[src/rtl/aclink_pkg.sv]
package aclink_pkg;
    localparam int TAG_W     = 16;
    localparam int SLOT_W    = 20;
    localparam int NSLOTS    = 12;
    localparam int NLANES    = 2;
    localparam int PAY_W     = NSLOTS * SLOT_W;
    localparam int FRAME_W   = TAG_W + PAY_W;
    localparam int CNT_W     = $clog2(FRAME_W);
    localparam int READY_BIT = TAG_W - 1;

    typedef logic [CNT_W-1:0] bitcnt_t;

    typedef struct packed {
        logic [TAG_W-1:0] tag;
        logic [PAY_W-1:0] slots;
    } frame_t;

    function automatic logic is_last(bitcnt_t c);
        return c == bitcnt_t'(FRAME_W - 1);
    endfunction

    function automatic logic in_tag(bitcnt_t c);
        return c < bitcnt_t'(TAG_W);
    endfunction
endpackage

[src/rtl/aclink_seq.sv]
module aclink_seq import aclink_pkg::*; (
    input  logic clk,
    input  logic rst,
    output logic frame_start,
    output logic tag_phase,
    output logic full_seen
);
    bitcnt_t cnt;

    always_ff @(posedge clk) begin
        if (rst) begin
            cnt       <= '0;
            full_seen <= 1'b0;
        end else begin
            cnt <= is_last(cnt) ? '0 : cnt + 1'b1;
            if (is_last(cnt))
                full_seen <= 1'b1;
        end
    end

    assign frame_start = (cnt == '0);
    assign tag_phase   = in_tag(cnt);
endmodule

[src/rtl/aclink_tx.sv]
module aclink_tx import aclink_pkg::*; (
    input  logic               clk,
    input  logic               rst,
    input  logic               frame_start,
    input  logic               tag_phase,
    input  logic [FRAME_W-1:0] load_word,
    output logic               sdo,
    output logic               sync
);
    logic [FRAME_W-1:0] shreg;

    always_ff @(posedge clk) begin
        if (rst) begin
            shreg <= '0;
            sdo   <= 1'b0;
            sync  <= 1'b0;
        end else begin
            sync <= tag_phase;
            if (frame_start) begin
                sdo   <= load_word[FRAME_W-1];
                shreg <= {load_word[FRAME_W-2:0], 1'b0};
            end else begin
                sdo   <= shreg[FRAME_W-1];
                shreg <= {shreg[FRAME_W-2:0], 1'b0};
            end
        end
    end
endmodule

[src/rtl/aclink_rx_lane.sv]
module aclink_rx_lane import aclink_pkg::*; (
    input  logic               clk,
    input  logic               rst,
    input  logic               sdin,
    output logic [FRAME_W-1:0] word
);
    always_ff @(negedge clk) begin
        if (rst)
            word <= '0;
        else
            word <= {word[FRAME_W-2:0], sdin};
    end
endmodule

[src/rtl/aclink_frame_ctrl.sv]
module aclink_frame_ctrl import aclink_pkg::*; (
    input  logic              bit_clk,
    input  logic              rst,
    input  logic              sec_en,
    input  logic [TAG_W-1:0]  tx_tag,
    input  logic [PAY_W-1:0]  tx_slots,
    input  logic              sdin_a,
    input  logic              sdin_b,
    output logic              sdata_out,
    output logic              sync_out,
    output logic [TAG_W-1:0]  rx_tag,
    output logic [PAY_W-1:0]  rx_slots,
    output logic [TAG_W-1:0]  rx_tag_b,
    output logic              frame_done,
    output logic              codec_ready
);
    logic               frame_start;
    logic               tag_phase;
    logic               full_seen;
    logic [NLANES-1:0]  sdin_v;
    logic [FRAME_W-1:0] lane_word [NLANES];
    frame_t             tx_frame;
    frame_t             rx_a;
    frame_t             rx_b;

    aclink_seq u_seq (
        .clk         (bit_clk),
        .rst         (rst),
        .frame_start (frame_start),
        .tag_phase   (tag_phase),
        .full_seen   (full_seen)
    );

    assign tx_frame.tag   = tx_tag;
    assign tx_frame.slots = tx_slots;

    aclink_tx u_tx (
        .clk         (bit_clk),
        .rst         (rst),
        .frame_start (frame_start),
        .tag_phase   (tag_phase),
        .load_word   (tx_frame),
        .sdo         (sdata_out),
        .sync        (sync_out)
    );

    assign sdin_v = {sdin_b, sdin_a};

    for (genvar ln = 0; ln < NLANES; ln++) begin : g_lane
        aclink_rx_lane u_lane (
            .clk  (bit_clk),
            .rst  (rst),
            .sdin (sdin_v[ln]),
            .word (lane_word[ln])
        );
    end

    assign rx_a = frame_t'(lane_word[0]);
    assign rx_b = frame_t'(lane_word[1]);

    always_ff @(posedge bit_clk) begin
        if (rst) begin
            rx_tag      <= '0;
            rx_slots    <= '0;
            rx_tag_b    <= '0;
            frame_done  <= 1'b0;
            codec_ready <= 1'b0;
        end else begin
            frame_done <= 1'b0;
            if (frame_start && full_seen) begin
                rx_tag      <= rx_a.tag;
                rx_slots    <= rx_a.slots;
                rx_tag_b    <= sec_en ? rx_b.tag : '0;
                codec_ready <= rx_a.tag[READY_BIT] | (sec_en & rx_b.tag[READY_BIT]);
                frame_done  <= 1'b1;
            end
        end
    end
endmodule

[config.mk]
export PLATFORM = sky130hd
export DESIGN_NAME = aclink_frame_ctrl
export DESIGN_NICKNAME = d
export VERILOG_FILES = /design/src/rtl/aclink_pkg.sv /design/src/rtl/aclink_seq.sv /design/src/rtl/aclink_tx.sv /design/src/rtl/aclink_rx_lane.sv /design/src/rtl/aclink_frame_ctrl.sv
export SDC_FILE = /design/constraint.sdc
export NUM_CORES = 2
export LEC_CHECK = 0
export ABC_AREA = 1
export ABC_CLOCK_PERIOD_IN_PS = 2100
export BUFFER_PORTS_ARGS = -buffer_cell sky130_fd_sc_hd__clkbuf_2
export CELL_PAD_IN_SITES_DETAIL_PLACEMENT = 0
export CELL_PAD_IN_SITES_GLOBAL_PLACEMENT = 1
export CORE_ASPECT_RATIO = 1.25
export CORE_MARGIN = 3
export CORE_UTILIZATION = 36
export CTS_BUF_LIST = sky130_fd_sc_hd__clkbuf_4
export DETAILED_ROUTE_END_ITERATION = 8
export PLACE_DENSITY_LB_ADDON = 0.1
export SYNTH_ARGS = -nofsm -noshare
export SYNTH_HDL_FRONTEND = slang
export SYNTH_SLANG_ARGS = --single-unit
export TNS_END_PERCENT = 50
[constraint.sdc]
create_clock -name bit_clk -period 2.1 [get_ports bit_clk]
set_input_delay 0.21 -clock bit_clk [delete_from_list [all_inputs] [get_ports bit_clk]]
set_output_delay 0.21 -clock bit_clk [all_outputs]
set_load 0.05 [all_outputs]
; Yosys cells after proc, flatten, opt, wreduce, memory -nomap -nowiden
; Index checks and enable logic that the tools add are counted.
[word_totals]
reg_bits = 1053
latch_bits = 0
ram_bits = 0
rom_bits = 0
out_inout_bits = 276
memories = 0
[classes]
n_addsub = 1
n_mul = 0
n_div = 0
order_cmp = 1
n_eq_ne = 1
shift = 0
muxes = 4
n_bitwise = 2
reduce_logical = 3
[op_table]
columns = cell, count
row1 = 256-bit 2-to-1 mux, 1
row2 = 16-bit 2-to-1 mux, 1
row3 = 8-bit by 1-bit adder with 8-bit output (second input constant), 1
row4 = 8-bit equality test (second input constant), 1
row5 = 8-bit logical NOT, 1
row6 = 8-bit by 5-bit less-than comparator with 1-bit output (second input constant), 1
row7 = 1-bit 2-to-1 mux, 2
row8 = 2-bit OR reduction, 1
row9 = 1-bit AND, 1
row10 = 1-bit logical AND, 1
row11 = 1-bit OR, 1

; Longest topological paths before layout
[logic_depth]
depth_word = 3
mapped_depth = 9
mapped_depth_nobuf = 8

; Cells and area by module
; Synthesis repeated with hierarchy kept, for this count alone.
[unflattened]
hier_cells = 4472
area_unflattened_um2 = 35117.4
[by_module_without_submodules]
columns = mod, instances, cells_each, area_each_um2, seq_area_each_um2
row1 = aclink_rx_lane, 2, 797, 7250.7, 5124.9
row2 = aclink_tx, 1, 1622, 10633.9, 5144.9
row3 = aclink_frame_ctrl, 1, 1192, 9509.1, 5485.3
row4 = aclink_seq, 1, 64, 473.0, 180.2

==> impl.org <==
** Floorplanning
- The die is around 280 µm wide.
- The die is about 350 µm tall.
- Number of I/O pins :: 537
- For this configuration, the core starts out at a cell density of 0.364.
- Core outline area :: 0.0947 mm²
- The die covers 0.0996 mm².
- Row generation in the floorplan step produced ~130 rows.

** STA
- The count of pins over their slew limit was 0.
- Endpoints failing setup :: 0
- For the pin with the worst max-slew slack, the measured transition is between 500 and 600 ps.
- FMAX :: between 500 and 600 MHz
- Summed over all failing endpoints, the final setup total negative slack is 0 ps.
- Setup repair after global routing could not meet its margin everywhere.
- The final hold violation count is 0.
- The clock arrives with 106 ps of skew.
- Worst slew slack as a fraction of its limit :: 0.623
- WHS :: around 200 ps
- Share of the clock period used by the worst path :: 0.920
- The clock period could shrink to between 1500 and 2000 ps.

** Setup path
- At the worst endpoint, the arrival time is approximately 1700 ps.
- For this run, the slowest stage of the critical path takes approximately 380 ps.
- Worst Setup End Kind :: output pin
- On the critical path, the stage with the largest delay is an instance of sky130_fd_sc_hd__dfxtp_1.
- In this run the worst path has a maximum fanout of 2.
- Data required time at the worst endpoint :: 1890 ps
- Worst setup SP type :: register
- The critical path goes through clkbuf_8.
- Kind of cell adding the most delay to the critical path :: flip-flops
- Critical path type :: reg -> out
- Together, buffers and inverters on the worst path number 1.

** Logic synthesis
- For this run, the number of Yosys warnings is 0.
- Of the synthesized area, sequential elements account for 0.611.
- In this run the cell area of the synthesized design comes to 0.0345 mm².
- Synth Net Count :: roughly 4600
- Post-Synthesis Cells :: 4297
- FF+latch count, synth :: roughly 1100
- Mean Syn Cell Area :: between 8 and 9 µm²
- Yosys mapped the design onto 21 distinct sky130hd cell types.

** Clock tree
- Buffers added to address setup during post-CTS repair amount to 0.
- The H-tree was split into 5 levels.
- Clock slew at reported path FFs :: around 60 ps
- In this run the clock root is driven by a sky130_fd_sc_hd__clkbuf_4.
- Clock latency reported for the late side of the worst-skew pair :: between 1000 and 1500 ps
- Clock buffers created by TritonCTS :: just over 300
- Bufs on Longest Clock Path :: 4
- CTS sink count :: ~1100
- TritonCTS built the clock tree.

** Placement
- HPWL reported at the end of detailed placement :: 60100 µm
- Buffers placed on the I/O ports in this run total 536.
- Instance area at placement :: between 0.03 and 0.04 mm²
- At the end of routability-driven placement, the weighted congestion stood at approximately 0.76.

** Detailed routing
- Using the TritonRoute via totals, the vias-per-cell ratio works out to about 4.3.
- Number of violations reported at the end of detailed-routing iteration 0 :: roughly 1500
- Before antenna repair, the detailed router went through 7 iterations.
- The detail route stage leaves a number of antenna-violating nets equal to 0.
- Final routed wire length divided by cell count :: approximately 13 µm
- Total detailed-routing wirelength :: about 100000 µm
- Number of remaining DRC errors :: 0
- The detailed router placed 32400 vias in this run.

** Pwr
- Leakage power of the design :: 24.1 nW
- Of the total power, the share spent switching nets is 0.284.
- Of the total power, combinational logic draws 0.082.
- Switching pwr :: roughly 13 mW
- In this run the power density over the cells is between 800 and 900 mW/mm².
- Across the VDD grid, the largest voltage drop is between 0.0003 and 0.0004 V.
- Clk network pwr share :: 0.468
- The share of total power dissipated in sequential elements is 0.451.
- Internal Power :: ~33 mW

** Final layout
- Of the cells placed in the final design, the portion with a size suffix greater than 1 is 0.189.
- From synthesis to final layout, the design area changed by 50.0%.
- After routing the design area is between 0.05 and 0.06 mm².
- After the last flow step, the layout net total stands at 6255.

** Global route
- After global routing the overflow that remains totals 0.
- Maximum number of pins on one net before global-route repair :: roughly 130
- The via count of the first global-routing pass is between 30000 and 40000.
- Global-route wire length before repair :: approximately 160000 µm
- Total routing resource utilization after global routing :: 0.198
- The initial antenna violation count is 14.

** Hold path
- The path class of the tightest hold or removal check is in -> reg.

** Status
- Result of the run :: complete, no violations

** Flow run
- Across the run, the number of max-cap violations was 0.
[state kept, by name, indices dropped and copies added (netlist names)]
name,flops
codec_ready,1
frame_done,1
g_lane.u_lane.word,512
rx_slots,240
rx_tag,16
rx_tag_b,16
u_seq.cnt,8
u_seq.full_seen,1
u_tx.sdo,1
u_tx.shreg,255
u_tx.sync,1
[cell type report]
type / instances / area (µm²)
antenna: 19 / 47.5
clock buffer: 410 / 3080
clock inverter: 624 / 2430
fill: 9260 / 43000
inverter: 546 / 2060
multi-input combinational: 2410 / 10100
sequential: 1052 / 21200
tap: 1280 / 1600
timing repair buffer: 1167 / 11200
[timing repair]
action,in CTS,in global routing
pin swaps,0,1
cloned,0,0
resized for setup,550,47
hold buffers,515,0
setup endpoints to repair,275,47
endpoints found under the hold margin,304,0
[cell families after synthesis]
logic type / synth area share
simple gates: 0.215
flops: 0.611
buf+inv: 0.0969
compound gates: 0.0765
fa+ha+maj: 0.000725
xor+xnor: 0.000254
[power by group through the flow]
stage	Clock, mW	Combinational [mW]	Sequential (mW)
floorplan	1.47	1.89	21.1
global placement	1.47	2.99	21.1
detailed placement	1.47	2.97	21.2
CTS	22.7	3.76	20.8
global route	24.6	4.18	20.8
finish	21.6	3.77	20.8
[placed cells by master (no fill, tap or decap), types with 47 or more instances in the layout]
cell type                          n
sky130_fd_sc_hd__nor2_1         1302
sky130_fd_sc_hd__dfxtp_2          70
sky130_fd_sc_hd__dfxtp_1         972
sky130_fd_sc_hd__nand3_1         268
sky130_fd_sc_hd__a21oi_1         261
sky130_fd_sc_hd__clkbuf_8        172
sky130_fd_sc_hd__buf_12           47
sky130_fd_sc_hd__nand2_1         303
sky130_fd_sc_hd__o21ai_1          47
sky130_fd_sc_hd__clkbuf_2        259
sky130_fd_sc_hd__dlygate4sd3_1   515
sky130_fd_sc_hd__inv_1          1098
sky130_fd_sc_hd__o21ai_0         219
sky130_fd_sc_hd__clkbuf_4        465
sky130_fd_sc_hd__buf_4           104
[synthesized netlist by cell type]
| library cell | instances | area [µm²] |
|---|---|---|
| sky130_fd_sc_hd__a21oi_1 | 261 | 1310 |
| sky130_fd_sc_hd__o21ai_1 | 47 | 235 |
| sky130_fd_sc_hd__dfxtp_1 | 1052 | 21100 |
| sky130_fd_sc_hd__xnor2_1 | 1 | 8.76 |
| sky130_fd_sc_hd__nand3_2 | 1 | 10.0 |
| sky130_fd_sc_hd__nand4_1 | 2 | 12.5 |
| sky130_fd_sc_hd__o21ai_0 | 219 | 1100 |
| sky130_fd_sc_hd__nor2_4 | 1 | 11.3 |
| sky130_fd_sc_hd__and3_1 | 1 | 6.26 |
| sky130_fd_sc_hd__buf_4 | 25 | 188 |
| sky130_fd_sc_hd__ha_1 | 2 | 25.0 |
| sky130_fd_sc_hd__buf_2 | 90 | 450 |
| sky130_fd_sc_hd__nand3_1 | 268 | 1340 |
| sky130_fd_sc_hd__or2_2 | 1 | 6.26 |
| sky130_fd_sc_hd__clkbuf_1 | 134 | 503 |
| sky130_fd_sc_hd__inv_2 | 3 | 11.3 |
| sky130_fd_sc_hd__buf_1 | 39 | 146 |
| sky130_fd_sc_hd__nand2_1 | 303 | 1140 |
| sky130_fd_sc_hd__nor3_1 | 1 | 5.00 |
| sky130_fd_sc_hd__inv_1 | 544 | 2040 |
| sky130_fd_sc_hd__nor2_1 | 1302 | 4890 |
[metal layers]
metal,global-route usage,up-vias,wire length [µm]
li1,-,16700,-
met1,0.227,14800,42800
met5,0,-,0
met2,0.324,779,47400
met3,0.0758,187,7050
met4,0.0951,0,2810
[stage by stage]
stage | setup WS, ps | util | total power, mW | cells
floorplan | -69.3 | - | 24.5 | 4297
global placement | 52.1 | 0.411 | 25.6 | 5941
detailed placement | 31.5 | 0.411 | 25.6 | 5941
CTS | -13.0 | 0.545 | 47.2 | 7489
global route | -27.5 | 0.546 | 49.6 | 7508
finish | 169 | 0.546 | 46.1 | 7508
[path summary, 6_finish.rpt]
| check | start | endpoint | slack, ps | cells after the start |
|---|---|---|---|---|
| setup / recovery | rx_slots[196] | rx_slots[196] | 170 | 1 |
| hold / removal | sec_en | rx_tag_b[8] | 200 | 4 |
| setup reg to reg | u_seq.cnt[0] | rx_slots[195] | 210 | 9 |
| hold reg to reg | g_lane[1].u_lane.word[208] | g_lane[1].u_lane.word[209] | 380 | 2 |
No activity file was read; power rests on OpenSTA's default activity.
